$ cat src/rtl/tpg_pkg.sv
package tpg_pkg;
  typedef enum logic [2:0] {
    ST_IDLE, ST_JSTEP, ST_SHIFT, ST_CAPT, ST_NSEED, ST_DONE
  } ctl_state_t;

  typedef enum logic [1:0] {
    JM_HOLD, JM_COUNT, JM_ROTATE, JM_CLEAR
  } jmode_t;
endpackage

$ cat src/rtl/tpg_seed_lfsr.sv
module tpg_seed_lfsr #(
  parameter int W = 8,
  parameter logic [W-1:0] TAPS = 8'hB8
) (
  input  logic         clk,
  input  logic         rst,
  input  logic         load,
  input  logic         adv,
  input  logic [W-1:0] init_val,
  output logic [W-1:0] seed
);
  logic [W-1:0] safe_init;
  assign safe_init = (init_val == '0) ? W'(1) : init_val;

  always_ff @(posedge clk) begin
    if (rst || load) seed <= safe_init;
    else if (adv)    seed <= {seed[W-2:0], ^(seed & TAPS)};
  end

  a_r3_seed_nonzero: assert property (@(posedge clk) disable iff (rst)
    seed != '0);
  a_r3_seed_holds: assert property (@(posedge clk) disable iff (rst)
    (!load && !adv) |=> $stable(seed));
endmodule

$ cat src/rtl/tpg_johnson_reg.sv
module tpg_johnson_reg
  import tpg_pkg::*;
#(
  parameter int L = 8
) (
  input  logic         clk,
  input  logic         rst,
  input  jmode_t       mode,
  output logic [L-1:0] jvec
);
  always_ff @(posedge clk) begin
    if (rst) jvec <= '0;
    else begin
      unique case (mode)
        JM_COUNT:  jvec <= {~jvec[0], jvec[L-1:1]};
        JM_ROTATE: jvec <= {jvec[0], jvec[L-1:1]};
        JM_CLEAR:  jvec <= '0;
        default:   jvec <= jvec;
      endcase
    end
  end

  a_r5_rotate_keeps_weight: assert property (@(posedge clk) disable iff (rst)
    (mode == JM_ROTATE) |=> ($countones(jvec) == $countones($past(jvec))));
  a_r4_count_changes_weight: assert property (@(posedge clk) disable iff (rst)
    (mode == JM_COUNT) |=> ($countones(jvec) != $countones($past(jvec))));
endmodule

$ cat src/rtl/tpg_ctrl.sv
module tpg_ctrl
  import tpg_pkg::*;
#(
  parameter int L  = 8,
  parameter int CW = 16
) (
  input  logic          clk,
  input  logic          rst,
  input  logic          start,
  input  logic [CW-1:0] seed_count,
  output jmode_t        jmode,
  output logic          seed_load,
  output logic          seed_adv,
  output logic          shift_act,
  output logic          capt_act,
  output logic          done_q
);
  localparam int KW = (L > 1) ? $clog2(L) : 1;
  localparam int VW = $clog2(2 * L + 1);
  localparam logic [KW-1:0] K_LAST = KW'(L - 1);
  localparam logic [VW-1:0] V_LAST = VW'(2 * L);

  ctl_state_t    state;
  logic [KW-1:0] kcnt;
  logic [VW-1:0] vcnt;
  logic [CW-1:0] scnt, total;
  logic          accept, last_seed;

  assign accept    = start && (state == ST_IDLE || state == ST_DONE);
  assign last_seed = ({1'b0, scnt} + (CW+1)'(1)) >= {1'b0, total};
  assign seed_load = accept;
  assign seed_adv  = (state == ST_NSEED) && !last_seed;
  assign shift_act = (state == ST_SHIFT);
  assign capt_act  = (state == ST_CAPT);

  always_comb begin
    if (accept)                   jmode = JM_CLEAR;
    else if (state == ST_JSTEP)   jmode = JM_COUNT;
    else if (state == ST_SHIFT)   jmode = JM_ROTATE;
    else                          jmode = JM_HOLD;
  end

  always_ff @(posedge clk) begin
    if (rst) begin
      state  <= ST_IDLE;
      kcnt   <= '0;
      vcnt   <= '0;
      scnt   <= '0;
      total  <= '0;
      done_q <= 1'b0;
    end else begin
      unique case (state)
        ST_IDLE, ST_DONE: if (accept) begin
          state  <= ST_JSTEP;
          vcnt   <= '0;
          scnt   <= '0;
          total  <= seed_count;
          done_q <= 1'b0;
        end
        ST_JSTEP: begin
          vcnt  <= vcnt + 1'b1;
          kcnt  <= '0;
          state <= ST_SHIFT;
        end
        ST_SHIFT: begin
          kcnt <= kcnt + 1'b1;
          if (kcnt == K_LAST) state <= ST_CAPT;
        end
        ST_CAPT: state <= (vcnt == V_LAST) ? ST_NSEED : ST_JSTEP;
        ST_NSEED: begin
          if (last_seed) begin
            state  <= ST_DONE;
            done_q <= 1'b1;
          end else begin
            scnt  <= scnt + 1'b1;
            vcnt  <= '0;
            state <= ST_JSTEP;
          end
        end
        default: state <= ST_IDLE;
      endcase
    end
  end

  a_r7_vector_bound: assert property (@(posedge clk) disable iff (rst)
    vcnt <= V_LAST);
  a_r2_start_ignored_busy: assert property (@(posedge clk) disable iff (rst)
    (state == ST_SHIFT && start) |=> (state == ST_SHIFT || state == ST_CAPT));
endmodule

$ cat src/rtl/msic_scan_tpg.sv
module msic_scan_tpg
  import tpg_pkg::*;
#(
  parameter int M  = 4,
  parameter int L  = 8,
  parameter int W  = 8,
  parameter int CW = 16,
  parameter logic [W-1:0] TAPS = 8'hB8
) (
  input  logic          clk,
  input  logic          rst,
  input  logic          start,
  input  logic [W-1:0]  seed_init,
  input  logic [CW-1:0] seed_count,
  output logic [M-1:0]  scan_in,
  output logic [M+W-1:0] pi_drive,
  output logic          scan_en,
  output logic          capture,
  output logic          done
);
  localparam int STRIDE = L / M;

  jmode_t       jmode;
  logic         seed_load, seed_adv, shift_act, capt_act, done_q;
  logic [W-1:0] seed;
  logic [L-1:0] jvec;
  logic [M-1:0] mix;

  tpg_ctrl #(.L(L), .CW(CW)) u_ctrl (
    .clk(clk), .rst(rst), .start(start), .seed_count(seed_count),
    .jmode(jmode), .seed_load(seed_load), .seed_adv(seed_adv),
    .shift_act(shift_act), .capt_act(capt_act), .done_q(done_q)
  );

  tpg_seed_lfsr #(.W(W), .TAPS(TAPS)) u_seed (
    .clk(clk), .rst(rst), .load(seed_load), .adv(seed_adv),
    .init_val(seed_init), .seed(seed)
  );

  tpg_johnson_reg #(.L(L)) u_john (
    .clk(clk), .rst(rst), .mode(jmode), .jvec(jvec)
  );

  for (genvar i = 0; i < M; i++) begin : g_xor
    assign mix[i] = jvec[i * STRIDE] ^ seed[i];
  end

  always_ff @(posedge clk) begin
    if (rst) begin
      scan_in <= '0;
      scan_en <= 1'b0;
      capture <= 1'b0;
    end else begin
      scan_en <= shift_act;
      capture <= capt_act;
      if (shift_act) scan_in <= mix;
    end
  end

  assign done     = done_q;
  assign pi_drive = {scan_in, seed};

  a_r6_capture_after_load: assert property (@(posedge clk) disable iff (rst)
    $fell(scan_en) |-> capture);
  a_r6_exclusive: assert property (@(posedge clk) disable iff (rst)
    !(scan_en && capture));
  a_r8_done_quiet: assert property (@(posedge clk) disable iff (rst)
    done |-> (!scan_en && !capture));
endmodule

$ cat config.mk
export PLATFORM = sky130hd
export DESIGN_NAME = msic_scan_tpg
export DESIGN_NICKNAME = d
export VERILOG_FILES = /design/src/rtl/tpg_pkg.sv /design/src/rtl/tpg_seed_lfsr.sv /design/src/rtl/tpg_johnson_reg.sv /design/src/rtl/tpg_ctrl.sv /design/src/rtl/msic_scan_tpg.sv
export SDC_FILE = /design/constraint.sdc
export NUM_CORES = 1
export LEC_CHECK = 0
export ABC_AREA = 1
export CAP_MARGIN = 25
export CORE_AREA = 2 2 81 90
export CTS_CLUSTER_DIAMETER = 80
export DETAILED_ROUTE_END_ITERATION = 8
export DIE_AREA = 0 0 83 92
export GPL_TIMING_DRIVEN = 0
export PLACE_DENSITY = 0.87
export SLEW_MARGIN = 0
export SYNTH_ARGS = -nofsm -noshare
export SYNTH_HDL_FRONTEND = slang
export SYNTH_SLANG_ARGS = --single-unit
$ cat constraint.sdc
create_clock -name clk -period 8.15 [get_ports clk]
set_input_delay 1.63 -clock clk [delete_from_list [all_inputs] [get_ports clk]]
set_output_delay 1.63 -clock clk [all_outputs]
set_load 0.05 [all_outputs]
* After elaboration in Yosys (flattened, before gate mapping) *
Cells that the tools add are included.
Widths: inputs -> output; s select.

operators by class
  magnitude comparators = 1
  reductions and logical operators = 19
  bitwise gates (word level) = 5
  multiplexer cells = 22
  equal/unequal tests = 14
  $add $sub $neg = 4

operator list
  cell                   number
  $mux 16                2
  $pmux 16 s2            1
  $mux 8                 3
  $pmux 8 s3             1
  $add 16x1->17 const B  1
  $ge 17x16->1           1
  $add 16x1->16 const B  1
  $pmux 3 s5             1
  $pmux 5 s3             1
  $mux 3                 4
  $mux 5                 2
  $eq 3x3->1 const B     3
  $reduce_and 3->1       3
  $logic_not 8->1        1
  $reduce_xor 8->1       1
  $eq 3x2->1 const B     2
  $mux 2                 3
  $ne 2x1->1 const B     3
  $pmux 3 s2             1
  $reduce_bool 2->1      3
  $reduce_bool 3->1      2
  $add 5x1->5 const B    1
  $eq 5x5->1 const B     1
  $eq 2x2->1 const B     2
  14 further kinds       21

storage, ports and cells
  word-level logic and storage cells = 76
  input bits = 27
  register bits after elaboration = 66
  output and inout port bits = 19

* Depth between registers and ports, before layout *
Gate-level depths: netlist of the first run.

  depth in word-level cells = 6
  depth in mapped cells = 22
  depth with buffers taken out = 21

* Hierarchy *
Synthesis of the first run repeated with hierarchy kept, for this count alone.

unflattened totals
  cell total of the unflattened synthesis = 596
  area, all modules = 3968.8 sq um

modules (own cells, without submodules)
  module           area an instance (sq um)  seq. area each (sq um)  instances  cells each
  tpg_ctrl         2796.4                    880.8                   1          429
  tpg_seed_lfsr    474.2                     240.2                   1          60
  tpg_johnson_reg  381.6                     160.2                   1          56
  msic_scan_tpg    316.6                     120.1                   1          51

* Worst setup path after synthesis of the first run *
No wires, ideal clock.

  kind = input to register
  start point = in rst
  end point = reg u_seed.seed[0], enable pin
  path slack = 5.443 ns
  data arrival time = 2.405 ns
  stages = 4
  data required time = 7.849 ns
  setup time = 0.301 ns
  buffers on the path = 2
  cells stage by stage = clkbuf_1 nor2_1 clkbuf_1 nand2_1

on the way
  cells in the longest elaborated chain, start to end = 2

ends and longest elaborated chain
  what                         RTL line             text
  start: declaration           msic_scan_tpg.sv:11  input logic rst,
  $logic_or 1x1->1             tpg_seed_lfsr.sv:16  if (rst || load) seed <= safe_init;
  $reduce_bool 2->1 (no line)  n/a
  end signal: assignment       tpg_seed_lfsr.sv:16
  end signal: assignment       tpg_seed_lfsr.sv:17  else if (adv) seed <= {seed[W-2:0], ^(seed & TAPS)};
  end: declaration             tpg_seed_lfsr.sv:10  output logic [W-1:0] seed

No other way between the ends.
A chain may end at the register's enable or synchronous reset.

* Worst setup path after layout of the first run *
  start point = reg u_ctrl.scnt[0]
  end point = reg u_ctrl.scnt[9]

on the way
  cells in the longest elaborated chain, start to end = 4
  elaborated cells between the ends (all ways) = 7
  those cells by class = add/sub: 2; order compare: 1; eq/ne: 1; mux: 2; reduce/logical: 1

ends and longest elaborated chain
  what                        RTL line        text
  start: declaration          tpg_ctrl.sv:26  logic [CW-1:0] scnt, total;
  start signal: assignment    tpg_ctrl.sv:75  scnt <= scnt + 1'b1;
  $add 16x1->17               tpg_ctrl.sv:30  assign last_seed = ({1'b0, scnt} + (CW+1)'(1)) >= {1'b0, total};
  $ge 17x16->1                tpg_ctrl.sv:30
  $ne 2x2->1 (no line)        n/a
  $reduce_and 3->1 (no line)  n/a

Parallel ways exist; a longest one is shown, timed or not. The select of a mux whose other input is x is not followed.

==> impl_metrics.ini, run 1 <==
[run_status]
status = complete, no violations

[floorplan]
die_w_um = 83
start_util = 0.5349
core-area_mm2 = 0.006847
io_pins = 46
rows = 32
dieArea_mm2 = 0.007636
die_y_um = 92

[min_path]
hp-start = u_ctrl.total[13]
min_to = u_ctrl.total[13]
hold-path-cell-count = 2
hp-class = reg -> reg

[worst_setup_path]
r2r_cells = 20
rr_endpoint = u_ctrl.scnt[9]
crit_fanout = 10
crit_required_ps = 8360
crit_type = reg -> reg
arrival_ps = 3460
reg2reg_from = u_ctrl.scnt[0]
rrSetupSlack_ps = 4900
critical_path.startpoint_type = flip-flop
endpoint_kind = flip-flop

[synthesis]
yosysMostFrequentCell = nand2_1
synthDominantCellAreaShare = 0.3170
synthDistinctLibCells = 31
synth-main-ff-cell = dfxtp_1
synth_area_per_cell_um2 = 6.897
ys_top_cells_by_count = nand2_1, inv_1, nor2_1
synth.yosys.seq_area_share = 0.3826
netlist_instances = 531
synthTopCellsByArea = dfxtp_1, nand2_1, inv_1
syn-num-nets = 579
ys_ff_latch = 66
yosysTopAreaCell = dfxtp_1
synth-edff-count = 8
synthArstFlopShare = 0
syn_area_mm2 = 0.003662
yosys_warnings = 0

[place]
portBuffers = 44
place_congestion = 0.9019
hpwlAfterDp_um = 6633
dpl_cell_area_mm2 = 0.004209
dp_cells = 660

[clock_network]
cts_buffers = 9
htreeDepth = 3
cts_sinks = 66
insertion_delay_ps = 340
cts.repair.resized = 0
clockRootBuffer = clkbuf_8
ctsHoldBuffers = 0
cts_buffer_depth = 2
cts_setup_buffers = 0
cts_tree = done
clkTransAtPathRegs_ps = 70

[power_and_ir_drop]
p_leak_nw = 2.048
vdd_drop_max_v = 0.0002206
p_total_w = 0.001751
power_density_mw_per_mm2 = 398.4

[finish]
fin_cells = 676
drive_above_1_share = 0.05584
area_growth_pct = 19.99
num_antenna_cells = 0
fillCellCount = 599
finalInstanceArea_mm2 = 0.004394
layout.nets = 634

[timing]
tns_ps = 0
fin_skew_ps = 7.134
fin_crit_sh = 0.3987
finalSetupViolations = 0
max_freq_ghz = 0.3078
rsz0062_at_grt = no
hold_viol_final = 0
fin_crit_ps = 3249
relSlewSlack = 0.6458
tightest_slew_ps = 531.4
maxSlewViolCount = 0

[grt]
antenna_found_initial = 0
grt_pass1_wl_um = 14880
grt_overflow = 0
grt_max_degree = 12
grt_usage = 0.2396
grt_pass1_vias = 3464

[route]
post_drt_wl_per_cell_um = 13.17
route.detailed.drc = 0
num_vias = 3533
drt_iter0_markers = 179
wl_um = 8905
postRouteAntennaNets = 0
vias_per_cell = 5.226
drtPass1Iterations = 5

[flow_run]
cap_violations = 0
[placed cells by master, fill, tap and decap left out, types with 2 or more instances in the layout]
master,count
clkdlybuf4s50_1,44
edfxtp_1,8
a21oi_1,34
a32o_1,2
buf_4,4
nand2_1,139
clkinv_1,4
clkbuf_1,11
inv_1,74
nand4_1,5
ha_1,21
xor2_1,10
nor2_1,64
buf_2,5
clkbuf_8,9
nor2_2,2
dfxtp_1,58
o21ai_0,39
nand2_2,3
clkinv_2,3
nand3_1,27
xnor2_1,7
nor3_1,4
nand2_4,2
[worst max-delay path, stage by stage (launching register included)]
cell and delay, ps:
dfxtp_1 430, ha_1 220, nand2_1 70, nor2_2 170, nand2_1 80, nor2_1 260
xor2_1 320, inv_1 80, ha_1 300, nand2_1 50, nor2_1 150, nand3_1 110
o21ai_0 170, nor2_1 80, nand2_2 80, nand2_4 80, nand2_4 130, buf_6 160
nand2_1 60, nand2_1 50, nor2_1 40
[how the worst max path moves through the flow]
stage              startpoint  slack [ps]  cells after the start               to
5_1_grt        u_ctrl.scnt[0]        4600                     20  u_ctrl.scnt[13]
2_1_floorplan             rst        5440                      4   u_seed.seed[0]
3_3_place_gp            start        4740                      6   u_seed.seed[4]
4_1_cts        u_ctrl.scnt[0]        4880                     20  u_ctrl.scnt[11]
6_report       u_ctrl.scnt[0]        4900                     20   u_ctrl.scnt[9]
3_5_place_dp            start        4710                      6   u_seed.seed[5]
[sequential cells by signal, summed over array words and instances (netlist names)]
| register | count |
|---|---|
| u_john.jvec | 8 |
| scan_in | 4 |
| u_ctrl.vcnt | 5 |
| u_seed.seed | 8 |
| capture | 1 |
| u_ctrl.state | 3 |
| u_ctrl.done_q | 1 |
| u_ctrl.kcnt | 3 |
| u_ctrl.scnt | 16 |
| scan_en | 1 |
| u_ctrl.total | 16 |
[final cells by class]
cell class                 instances  area (um^2)  share of cell area
sequential                        66         1401              0.3189
buffer                            20        103.9             0.02363
clock inverter                     6        57.56             0.01310
tap                               85        106.4             0.02420
timing repair buffer              44        440.4              0.1002
inverter                          77        289.0             0.06577
clock buffer                      10        127.6             0.02904
multi-input combinational        368         1868              0.4251
[where the power goes]
group	internal (W)	total, W	switching [W]
clock network	0.000139	0.000264	0.000125
registers	0.000450	0.000537	0.0000871
logic	0.000337	0.000950	0.000613
total	0.000926	0.00175	0.000825
[routing by layer]
layer / global-route usage / share of wire / wire length, um / vias to the layer above
li1: - / - / - / 1782
met1: 0.2698 / 0.42 / 3735 / 1622
met2: 0.4241 / 0.50 / 4454 / 99
met3: 0.04140 / 0.043 / 387 / 30
met4: 0.1393 / 0.037 / 328 / 0
met5: 0 / 0 / 0 / -
[stage by stage]
| step | utilization | worst slack, ps | hold slack (ps) |
|---|---|---|---|
| CTS | 0.6418 | 4879 | 462.7 |
| floorplan | - | 5443 | 429.0 |
| global route | 0.6418 | 4604 | 485.2 |
| detailed placement | 0.6148 | 4713 | 450.9 |
| global placement | 0.6148 | 4737 | 444.8 |
| finish | 0.6418 | 4901 | 460.4 |
[cells by family (layout without fill, tap and decap cells)]
kind of cell / count (synthesis) / in the layout / synth area share
buffers and inverters: 97 / 157 / 0.1073
and+or+nand+nor: 249 / 249 / 0.2791
DFF: 66 / 66 / 0.3826
adders and majority gates: 21 / 21 / 0.07175
xor gates and xnor gates: 17 / 17 / 0.04066
AOI/OAI and AO/OA: 81 / 81 / 0.1186
(Power assumes the default switching activity.)
==> inputs of run 2 (changes only) <==
--- a/config.mk
+++ b/config.mk
@@ -7,12 +7,12 @@
 export LEC_CHECK = 0
 export ABC_AREA = 1
 export CAP_MARGIN = 25
-export CORE_AREA = 2 2 81 90
+export CORE_AREA = 2 2 85 95
 export CTS_CLUSTER_DIAMETER = 80
 export DETAILED_ROUTE_END_ITERATION = 8
-export DIE_AREA = 0 0 83 92
+export DIE_AREA = 0 0 87 97
 export GPL_TIMING_DRIVEN = 0
-export PLACE_DENSITY = 0.87
+export PLACE_DENSITY = 0.83
 export SLEW_MARGIN = 0
 export SYNTH_ARGS = -nofsm -noshare
 export SYNTH_HDL_FRONTEND = slang
==> constraint.sdc (replaced) <==
create_clock -name clk -period 2.9 [get_ports clk]
set_input_delay 0.58 -clock clk [delete_from_list [all_inputs] [get_ports clk]]
set_output_delay 0.58 -clock clk [all_outputs]
set_load 0.05 [all_outputs]
==> run 2 against run 1 <==
Against the previous run: fmax up 13%; clock power grew to 3.4 times the previous value; critical path type unchanged; routed wire length grew 7.6%; highest routed layer unchanged.
==> impl_metrics.ini, run 2 (same netlist as run 1, synthesis figures left out) <==
[run_status]
status = complete, no violations

[power_and_ir_drop]
power_density_mw_per_mm2 = 1168
vdd_drop_max_v = 0.0006292
power_frac_seq = 0.276
p_comb_frac = 0.563
p_leak_nw = 2.203
p_sw_w = 0.002561
clkPwrFrac = 0.161
p_int_w = 0.003019
p_total_w = 0.005580
netSwitchingFraction = 0.4590

[timing]
finalSetupViolations = 0
hold_viol_final = 0
tightest_slew_ps = 637.4
max_freq_ghz = 0.3472
rsz0062_at_grt = yes
fin_crit_ps = 2880
fin_skew_ps = 11.18
tns_ps = 0
relSlewSlack = 0.5746
maxSlewViolCount = 0
fin_crit_sh = 0.9933
whs_ps = 466.8
fin_ws_ps = 19.55

[clock_network]
cts_buffers = 9
cts_buffer_depth = 2
cts_sinks = 66
clkTransAtPathRegs_ps = 70
clockRootBuffer = clkbuf_8
cts_tree = done
htreeDepth = 3
insertion_delay_ps = 350

[route]
drt_iter0_markers = 172
route.detailed.drc = 0
drtPass1Iterations = 5
routed-wl-met2_um = 4841
vias_per_cell = 5.306
wl_met3_um = 512
postRouteAntennaNets = 0
post_drt_wl_per_cell_um = 13.88
wl_um = 9580
num_vias = 3661
topRoutingLayerUsed = met4
wirelength_met1_um = 3801

[min_path]
hp-class = reg -> reg

[worst_setup_path]
crit_slowest_cell = dfxtp_4
crit_type = reg -> reg
endpoint_kind = flip-flop
crit_required_ps = 3170
critical_path.startpoint_type = flip-flop
path_buf_inv = 3
cpPeakStageDelay_ps = 390
crit_chain = ha_4, nand2_4, nor2_4, nand2_2, nor2_4, xor2_4, inv_2, ha_4, nand2_4, nor2_4, nand3_2, o21ai_2, nor2_2, nand2_2, nand2_4, buf_6, buf_4, nand3_1, nand2_1, nor2_1
critPathTopFamily = simple AND/OR/NAND/NOR gates
arrival_ps = 3150
crit_fanout = 7

[finish]
final_common_cell = nand2_1
fin_cells = 690
final_cell_mix = nand2_1, inv_1, nor2_1
largestRegisters = u_ctrl.scnt (16), u_ctrl.total (16)
num_antenna_cells = 0
area_growth_pct = 30.44
fillCellCount = 600
layout.nets = 647
drive_above_1_share = 0.1343

[place]
place_congestion = 0.9106
portBuffers = 44
place_ws_ps = -241.7
dp_cells = 662
hpwlAfterDp_um = 6582

[grt]
grt_pass1_vias = 3390
grt_overflow = 0
antenna_found_initial = 0
grt_pass1_wl_um = 14790
grt_max_degree = 12
grt_usage = 0.2198

[floorplan]
die_y_um = 97
core-area_mm2 = 0.007391
die_w_um = 87
rows = 33
start_util = 0.4955
dieArea_mm2 = 0.008439
io_pins = 46

[flow_run]
cap_violations = 0
[run 2: changes by cell type in the layout (fill, tap and decap cells not counted), sizes merged]
| cell | previous run | this run |
|---|---|---|
| bufinv | 1 | 2 |
| nand2 | 144 | 145 |
| buf | 10 | 21 |
| clkbuf | 20 | 24 |
| clkinv | 8 | 3 |
[run 2: final timing paths]
path	start	to	slack [ps]	cells past startpoint
hold reg to reg	u_ctrl.total[8]	u_ctrl.total[8]	470	2
setup reg to reg	u_ctrl.scnt[0]	u_ctrl.scnt[5]	20	20
hold / removal	u_ctrl.total[8]	u_ctrl.total[8]	470	2
setup / recovery	u_ctrl.scnt[0]	u_ctrl.scnt[5]	20	20
[run 2: per-stage QoR]
| step | utilization | cell area, um^2 |
|---|---|---|
| after detailed placement | 0.5698 | 4212 |
| after floorplan | - | 3662 |
| after CTS | 0.6057 | 4477 |
| after global routing | 0.6464 | 4777 |
| after global placement | 0.5698 | 4212 |
| final | 0.6464 | 4777 |
[run 2: power by group through the flow]
| stage | Sequential (W) | Clock (W) | Combinational [W] |
|---|---|---|---|
| 6_report | 0.00154 | 0.000899 | 0.00314 |
| 3_5_place_dp | 0.00152 | 0 | 0.00263 |
| 3_3_place_gp | 0.00151 | 0 | 0.00254 |
| 2_1_floorplan | 0.00170 | 0 | 0.00180 |
| 5_1_grt | 0.00158 | 0.000944 | 0.00349 |
| 4_1_cts | 0.00151 | 0.000910 | 0.00267 |
[run 2: per-layer routing]
metal  up-vias  track usage
met5         -            0
met1      1674       0.2520
met3        34      0.03498
met4         0       0.1358
met2       132       0.3723
li1       1821            -
[run 2: cell type report]
class | instances | area [um^2] | share of cell area
repair buffers | 56 | 555.5 | 0.1163
well taps | 87 | 108.9 | 0.02279
flip-flops and latches | 66 | 1410 | 0.2952
plain buffers | 20 | 123.9 | 0.02593
clock buffers | 13 | 168.9 | 0.03536
inverters | 77 | 289.0 | 0.06050
clock inverters | 2 | 60.06 | 0.01257
multi-input cells | 369 | 2061 | 0.4314
[run 2: timing repair]
item	in CTS	in global routing
cloned	0	2
buffers inserted	0	11
hold buffers	0	0
setup endpoints to repair	31	31
resized for setup	10	47
pin swaps	1	24
[run 2: worst min-delay path, cell delays in order (launching register included)]
cell     delay (ps)
dfxtp_1         300
inv_1            60
a21oi_1          60
